**config.mk**
```make
export PLATFORM = sky130hd
export DESIGN_NAME = irq_agg_ctrl
export DESIGN_NICKNAME = d
export VERILOG_FILES = /design/src/rtl/irq_agg_pkg.sv /design/src/rtl/irq_agg_edge.sv /design/src/rtl/irq_agg_regs.sv /design/src/rtl/irq_agg_level.sv /design/src/rtl/irq_agg_ctrl.sv
export SDC_FILE = /design/constraint.sdc
export NUM_CORES = 1
export LEC_CHECK = 0
export ABC_CLOCK_PERIOD_IN_PS = 1500
export BUFFER_PORTS_ARGS = -buffer_cell sky130_fd_sc_hd__buf_4
export CAP_MARGIN = 15
export CORE_ASPECT_RATIO = 1.75
export CORE_UTILIZATION = 53
export DETAILED_ROUTE_END_ITERATION = 10
export GPL_ROUTABILITY_DRIVEN = 0
export GPL_TIMING_DRIVEN = 0
export PLACE_DENSITY = 0.78
export SLEW_MARGIN = 5
export SYNTH_ARGS = -nofsm -noshare
export SYNTH_HDL_FRONTEND = slang
export SYNTH_SLANG_ARGS = --single-unit
export TNS_END_PERCENT = 30
```
**constraint.sdc**
```tcl
create_clock -name clk -period 1.5 [get_ports clk]
set_input_delay 0.3 -clock clk [delete_from_list [all_inputs] [get_ports clk]]
set_output_delay 0.3 -clock clk [all_outputs]
set_load 0.005 [all_outputs]
```
**src/rtl/irq_agg_pkg.sv**
```systemverilog
package irq_agg_pkg;

    localparam int MAX_SRC = 32;
    localparam int ADDR_W  = 2;
    localparam int IPL_W   = 3;

    typedef enum logic [ADDR_W-1:0] {
        SEL_STATUS = 2'd0,
        SEL_MASK   = 2'd1,
        SEL_DIRECT = 2'd2,
        SEL_NONE   = 2'd3
    } reg_sel_e;

    typedef enum logic [IPL_W-1:0] {
        LVL_IDLE = 3'd0,
        LVL_LOW  = 3'd3,
        LVL_MID  = 3'd5,
        LVL_HIGH = 3'd6
    } ipl_e;

    typedef struct packed {
        logic status_we;
        logic mask_we;
        logic direct_we;
    } wr_ctl_t;

    function automatic wr_ctl_t decode_write(input logic en, input logic [ADDR_W-1:0] addr);
        wr_ctl_t c;
        c.status_we = en && (reg_sel_e'(addr) == SEL_STATUS);
        c.mask_we   = en && (reg_sel_e'(addr) == SEL_MASK);
        c.direct_we = en && (reg_sel_e'(addr) == SEL_DIRECT);
        return c;
    endfunction

    function automatic ipl_e encode_level(input logic [MAX_SRC-1:0] st,
                                          input logic [MAX_SRC-1:0] map5,
                                          input logic [MAX_SRC-1:0] map6);
        logic [MAX_SRC-1:0] grp3;
        grp3 = ~(map5 | map6);
        if (|(st & map6))      return LVL_HIGH;
        else if (|(st & map5)) return LVL_MID;
        else if (|(st & grp3)) return LVL_LOW;
        else                   return LVL_IDLE;
    endfunction

endpackage

```
**src/rtl/irq_agg_edge.sv**
```systemverilog
module irq_agg_edge #(
    parameter int N = 32
) (
    input  logic         clk,
    input  logic         rst,
    input  logic [N-1:0] src_i,
    output logic [N-1:0] rise_o,
    output logic [N-1:0] fall_o
);
    logic [N-1:0] prev_q;

    always_ff @(posedge clk) begin
        if (rst) prev_q <= '0;
        else     prev_q <= src_i;
    end

    assign rise_o = src_i & ~prev_q;
    assign fall_o = ~src_i & prev_q;
endmodule

```
**src/rtl/irq_agg_regs.sv**
```systemverilog
module irq_agg_regs
    import irq_agg_pkg::*;
#(
    parameter int N          = 32,
    parameter int DATA_W     = 32,
    parameter int DIRECT_BIT = 26
) (
    input  logic              clk,
    input  logic              rst,
    input  logic [N-1:0]      rise_i,
    input  logic [N-1:0]      fall_i,
    input  wr_ctl_t           ctl_i,
    input  logic [DATA_W-1:0] wdata_i,
    output logic [N-1:0]      status_o,
    output logic [N-1:0]      mask_o
);
    logic [N-1:0] status_q, status_d;
    logic [N-1:0] mask_q;
    logic [N-1:0] evt;

    assign evt = (rise_i & ~mask_q) | fall_i;

    for (genvar i = 0; i < N; i++) begin : g_bit
        if (i == DIRECT_BIT) begin : g_direct
            assign status_d[i] = evt[i]          ? rise_i[i]  :
                                 ctl_i.status_we ? wdata_i[i] :
                                 ctl_i.direct_we ? wdata_i[0] : status_q[i];
        end else begin : g_plain
            assign status_d[i] = evt[i]          ? rise_i[i]  :
                                 ctl_i.status_we ? wdata_i[i] : status_q[i];
        end
    end

    always_ff @(posedge clk) begin
        if (rst) begin
            status_q <= '0;
            mask_q   <= '0;
        end else begin
            status_q <= status_d;
            if (ctl_i.mask_we) mask_q <= wdata_i[N-1:0];
        end
    end

    assign status_o = status_q;
    assign mask_o   = mask_q;

    a_r2_unmasked_rise_sets: assert property (@(posedge clk) disable iff (rst)
        |(rise_i & ~mask_q) |=> ((status_q & $past(rise_i & ~mask_q)) == $past(rise_i & ~mask_q)));

    a_r3_masked_rise_dropped: assert property (@(posedge clk) disable iff (rst)
        (|(rise_i & mask_q) && !ctl_i.status_we && !ctl_i.direct_we)
        |=> ((status_q & $past(rise_i & mask_q)) == ($past(status_q) & $past(rise_i & mask_q))));

    a_r4_fall_clears: assert property (@(posedge clk) disable iff (rst)
        |fall_i |=> ((status_q & $past(fall_i)) == '0));

    // R5 with the R8 exception for bits that saw a source event
    a_r5_status_write: assert property (@(posedge clk) disable iff (rst)
        ctl_i.status_we |=> ((status_q & ~$past(evt)) == ($past(wdata_i[N-1:0]) & ~$past(evt))));

    a_r6_mask_write: assert property (@(posedge clk) disable iff (rst)
        ctl_i.mask_we |=> (mask_q == $past(wdata_i[N-1:0])));

    a_r7_direct_bit: assert property (@(posedge clk) disable iff (rst)
        (ctl_i.direct_we && !evt[DIRECT_BIT]) |=> (status_q[DIRECT_BIT] == $past(wdata_i[0])));

    a_r8_event_wins: assert property (@(posedge clk) disable iff (rst)
        ((ctl_i.status_we || ctl_i.direct_we) && |evt)
        |=> ((status_q & $past(evt)) == ($past(rise_i) & $past(evt))));
endmodule

```
**src/rtl/irq_agg_level.sv**
```systemverilog
module irq_agg_level
    import irq_agg_pkg::*;
#(
    parameter int                 N        = 32,
    parameter logic [MAX_SRC-1:0] LVL5_MAP = 32'h0002_0000,
    parameter logic [MAX_SRC-1:0] LVL6_MAP = 32'h000C_0000
) (
    input  logic [N-1:0]     status_i,
    output logic [IPL_W-1:0] ipl_o
);
    logic [MAX_SRC-1:0] st_w;

    always_comb begin
        st_w        = '0;
        st_w[N-1:0] = status_i;
        ipl_o       = encode_level(st_w, LVL5_MAP, LVL6_MAP);
    end
endmodule

```
**src/rtl/irq_agg_ctrl.sv**
```systemverilog
module irq_agg_ctrl
    import irq_agg_pkg::*;
#(
    parameter int                 NUM_SRC    = 32,
    parameter int                 DATA_W     = 32,
    parameter int                 DIRECT_BIT = 26,
    parameter logic [MAX_SRC-1:0] LVL5_MAP   = 32'h0002_0000,
    parameter logic [MAX_SRC-1:0] LVL6_MAP   = 32'h000C_0000
) (
    input  logic               clk,
    input  logic               rst,
    input  logic [NUM_SRC-1:0] src_i,
    input  logic               wr_en_i,
    input  logic [1:0]         wr_addr_i,
    input  logic [DATA_W-1:0]  wr_data_i,
    input  logic [1:0]         rd_addr_i,
    output logic [DATA_W-1:0]  rd_data_o,
    output logic [2:0]         ipl_o
);
    logic [NUM_SRC-1:0] rise, fall, status, mask;
    wr_ctl_t            ctl;

    assign ctl = decode_write(wr_en_i, wr_addr_i);

    irq_agg_edge #(.N(NUM_SRC)) u_edge (
        .clk    (clk),
        .rst    (rst),
        .src_i  (src_i),
        .rise_o (rise),
        .fall_o (fall)
    );

    irq_agg_regs #(.N(NUM_SRC), .DATA_W(DATA_W), .DIRECT_BIT(DIRECT_BIT)) u_regs (
        .clk      (clk),
        .rst      (rst),
        .rise_i   (rise),
        .fall_i   (fall),
        .ctl_i    (ctl),
        .wdata_i  (wr_data_i),
        .status_o (status),
        .mask_o   (mask)
    );

    irq_agg_level #(.N(NUM_SRC), .LVL5_MAP(LVL5_MAP), .LVL6_MAP(LVL6_MAP)) u_level (
        .status_i (status),
        .ipl_o    (ipl_o)
    );

    always_comb begin
        rd_data_o = '0;
        case (reg_sel_e'(rd_addr_i))
            SEL_STATUS: rd_data_o[NUM_SRC-1:0] = status;
            SEL_MASK:   rd_data_o[NUM_SRC-1:0] = mask;
            default:    rd_data_o = '0;
        endcase
    end

    a_r9_idle_level: assert property (@(posedge clk) disable iff (rst)
        (status == '0) |-> (ipl_o == 3'd0));

    a_r9_top_level: assert property (@(posedge clk) disable iff (rst)
        (|(status & LVL6_MAP[NUM_SRC-1:0])) |-> (ipl_o == 3'd6));

    a_r10_unused_write: assert property (@(posedge clk) disable iff (rst)
        (wr_en_i && wr_addr_i == 2'd3 && rise == '0 && fall == '0)
        |=> (status == $past(status) && mask == $past(mask)));
endmodule

```
==> impl_results.md <==
- Critical Path Max Stage Delay: 340 ps
- Synth Warn #: 0
- Die span in y: 118 um
- Die area: 8120 um^2
- Core area: 7510 um^2
- Crit-path cells: nor4_4 -> nand4_1 -> nor2_2 -> o21ai_1 -> buf_4
- Vias: 4,096
- GR Util All Layers: 30.6%
- Worst Hold Class: in2reg
- Initial antenna violation count: 0
- # setup viols final: 2
- Post-synthesis sequential area ratio: 46.8%
- Number of global-route vias before repair: 4,016
- Slew @ Worst Pin: 607 ps
- Total leakage power: 0.00245 uW
- Max Cap Viol: 0
- Max FO, Critical Path: 3
- Final Critical Period: 1890 ps
- First-pass GRT wire length: 18.3 mm
- Setup_tns: -760 ps
- RSZ-0062 raised after global routing: yes
- CTS tree: yes
- Die width: 68.6 um
- Placed Area: 4990 um^2
- Status: complete, but fails checks
- Synth unique cells: 23
- Worst R2R Setup Slack: 490 ps
- Final Hold Fails: 0
- CTS root buf: clkbuf_16
- Mapped Cells: 502
- Mapped Nets: 573
- CTS sink count: 96
- Worst EP required: 1200 ps
- Number of top-level pins: 106
- Initial core utilization: 54.7%
- Failing checks: setup timing
- Clock latency on the worst-skew pair: 350 ps
- CTS clk-pin slew, worst paths: 70 ps
- Final antenna diode count: 0
- Via density: 5.76
- Hold Path Stages: 3
- Fraction of layout cells with a size suffix above 1: 24.9%
- Worst Slack Setup Final: -387 ps
- Routed WL per cell: 16.6 um
- Crit Reg-Reg Endpoint: u_regs.status_o[2]
- Post-layout instance area: 5450 um^2
- Peak supply drop: 1.05 mV
- CP Data Arrival Time: 1590 ps
- Syn-to-layout area delta: 32.6%
- Depth of the CTS H-tree: 3
- Post-Syn Area: 4110 um^2
- Nets: 689
- Synth Area per Inst: 8.18 um^2
- Crit Path Class: reg2out
- Slew headroom: 59.5%
- Worst hold path endpoint: u_edge.prev_q[15]
- Worst R2R Path Depth: 2
- Drt pass-1 iters: 5
- Max clock buf depth: 2
- Hold_ws: 199 ps
- Worst path slowest cell: dfxtp_2
- CP Capture Type: output pin
- Drc violations: 0
- Startpoint class of the critical path: flop
- Largest net degree at the start of global routing: 17
- Initial DRC Count: 318
- Power per Cell Area: 1140 nW/um^2
- CTS buffer count: 9
- Gr ovfl total: 0
- Core Rows: 42
- Clock skew: 8.01 ps
- Register bit count reported by yosys: 96
- Final ANT Viol Nets: 0
- Fmax: 0.530 GHz
- Final worst-path cycle share: 126%
- Detailed Place HPWL: 8.32 mm
- Worst r2r src: u_regs.mask_o[2]
- Final slew viol count: 0
- Total Wirelength: 11.8 mm
- Port Buffers: 103
- Hold wc startpoint: src_i[15]
## how the worst max path moves through the flow
| stage | start | end | cells past startpoint |
|---|---|---|---|
| 2_1_floorplan | rd_addr_i[0] | rd_data_o[0] | 4 |
| 3_3_place_gp | rd_addr_i[0] | rd_data_o[21] | 5 |
| 3_5_place_dp | rd_addr_i[0] | rd_data_o[21] | 5 |
| 4_1_cts | u_regs.status_o[9] | ipl_o[1] | 5 |
| 5_1_grt | u_regs.status_o[30] | ipl_o[1] | 5 |
| 6_report | u_regs.status_o[31] | ipl_o[1] | 5 |
## registers in the layout, indices dropped and copies added (netlist names)
name             count
u_edge.prev_q       32
u_regs.mask_o       32
u_regs.status_o     32
## worst max-delay path: cells and delay by family (launching register included)
kind / cells / cell delay (ps)
and+or+nand+nor: 3 / 670
DFF: 1 / 340
buffers and inverters: 1 / 150
AOI/OAI and AO/OA: 1 / 90
## metrics by stage
stage	util [%]	worst slack (ps)	power, uW	instances
after floorplan	-	180	3290	502
after detailed placement	66.4	-227	3670	693
final	72.5	-387	6190	711
after CTS	72.0	-363	6200	711
after global routing	72.5	-458	6400	711
after global placement	66.4	-241	3640	693
## cell type report
type | count | area (um^2)
fillers | 619 | 2070
flip-flops and latches | 96 | 1930
plain buffers | 32 | 193
multi-input cells | 341 | 1970
inverters | 33 | 124
clock inverters | 6 | 90.1
repair buffers | 105 | 788
clock buffers | 10 | 239
well taps | 88 | 110
## where the power goes
group          switching (uW)  leakage [uW]  total [uW]  internal, uW
sequential                135      0.000795        2840          2700
combinational             407       0.00150         851           444
clock                     987      0.000159        2500          1510
total                    1530       0.00245        6190          4660
## cell usage in the layout (no fill, tap or decap), types with 9 or more instances in the layout
| master | instances |
|---|---|
| nand2_1 | 128 |
| buf_4 | 105 |
| dfxtp_1 | 90 |
| nor2_1 | 65 |
| inv_1 | 33 |
| a21oi_1 | 33 |
| mux2i_1 | 31 |
| o311a_1 | 31 |
| a211oi_1 | 31 |
| clkbuf_1 | 15 |
| buf_2 | 9 |
| clkbuf_16 | 9 |
## cells in the mapped netlist
cell	instances	area share [%]
nand2_1	128	12
dfxtp_1	96	47
nor2_1	66	6.0
a21oi_1	33	4.0
inv_1	33	3.0
mux2i_1	32	7.8
a211oi_1	31	5.7
o311a_1	31	7.6
clkbuf_1	17	1.6
buf_2	12	1.5
nor4_1	6	0.91
buf_6	3	0.82
mux2_2	2	0.55
nand4_1	2	0.30
nor2b_1	2	0.30
a21boi_0	1	0.18
and3b_1	1	0.21
nand3b_1	1	0.18
nor3_1	1	0.12
nor3b_2	1	0.30
o21ai_0	1	0.12
o31ai_1	1	0.18
or3b_1	1	0.21
## kinds of logic (layout without fill, tap and decap cells)
logic type             after synthesis  in the layout  synth area share (%)
AO/OA/AOI/OAI                       98             98                  17.7
buffers and inverters               65            186                  6.85
flip-flops                          96             96                  46.8
multiplexers                        34             34                  8.35
AND/OR/NAND/NOR                    209            209                  20.3
## repair_timing
| action | CTS | global route |
|---|---|---|
| endpoints found under the setup margin | 32 | 25 |
| hold endpoints to repair | 0 | 0 |
| hold buffers | 0 | 0 |
| buffers inserted | 2 | 0 |
| cloned | 0 | 0 |
| gates resized for setup | 21 | 12 |
| pin swaps | 5 | 2 |
## metal layers
metal	track usage (%)	vias to the layer above	share of wire [%]
met1	31.6	1970	38
met3	4.83	30	4.6
li1	-	1938	-
met5	0	-	0
met2	55.5	158	54
met4	15.9	0	3.3
(Power assumes the default switching activity.)
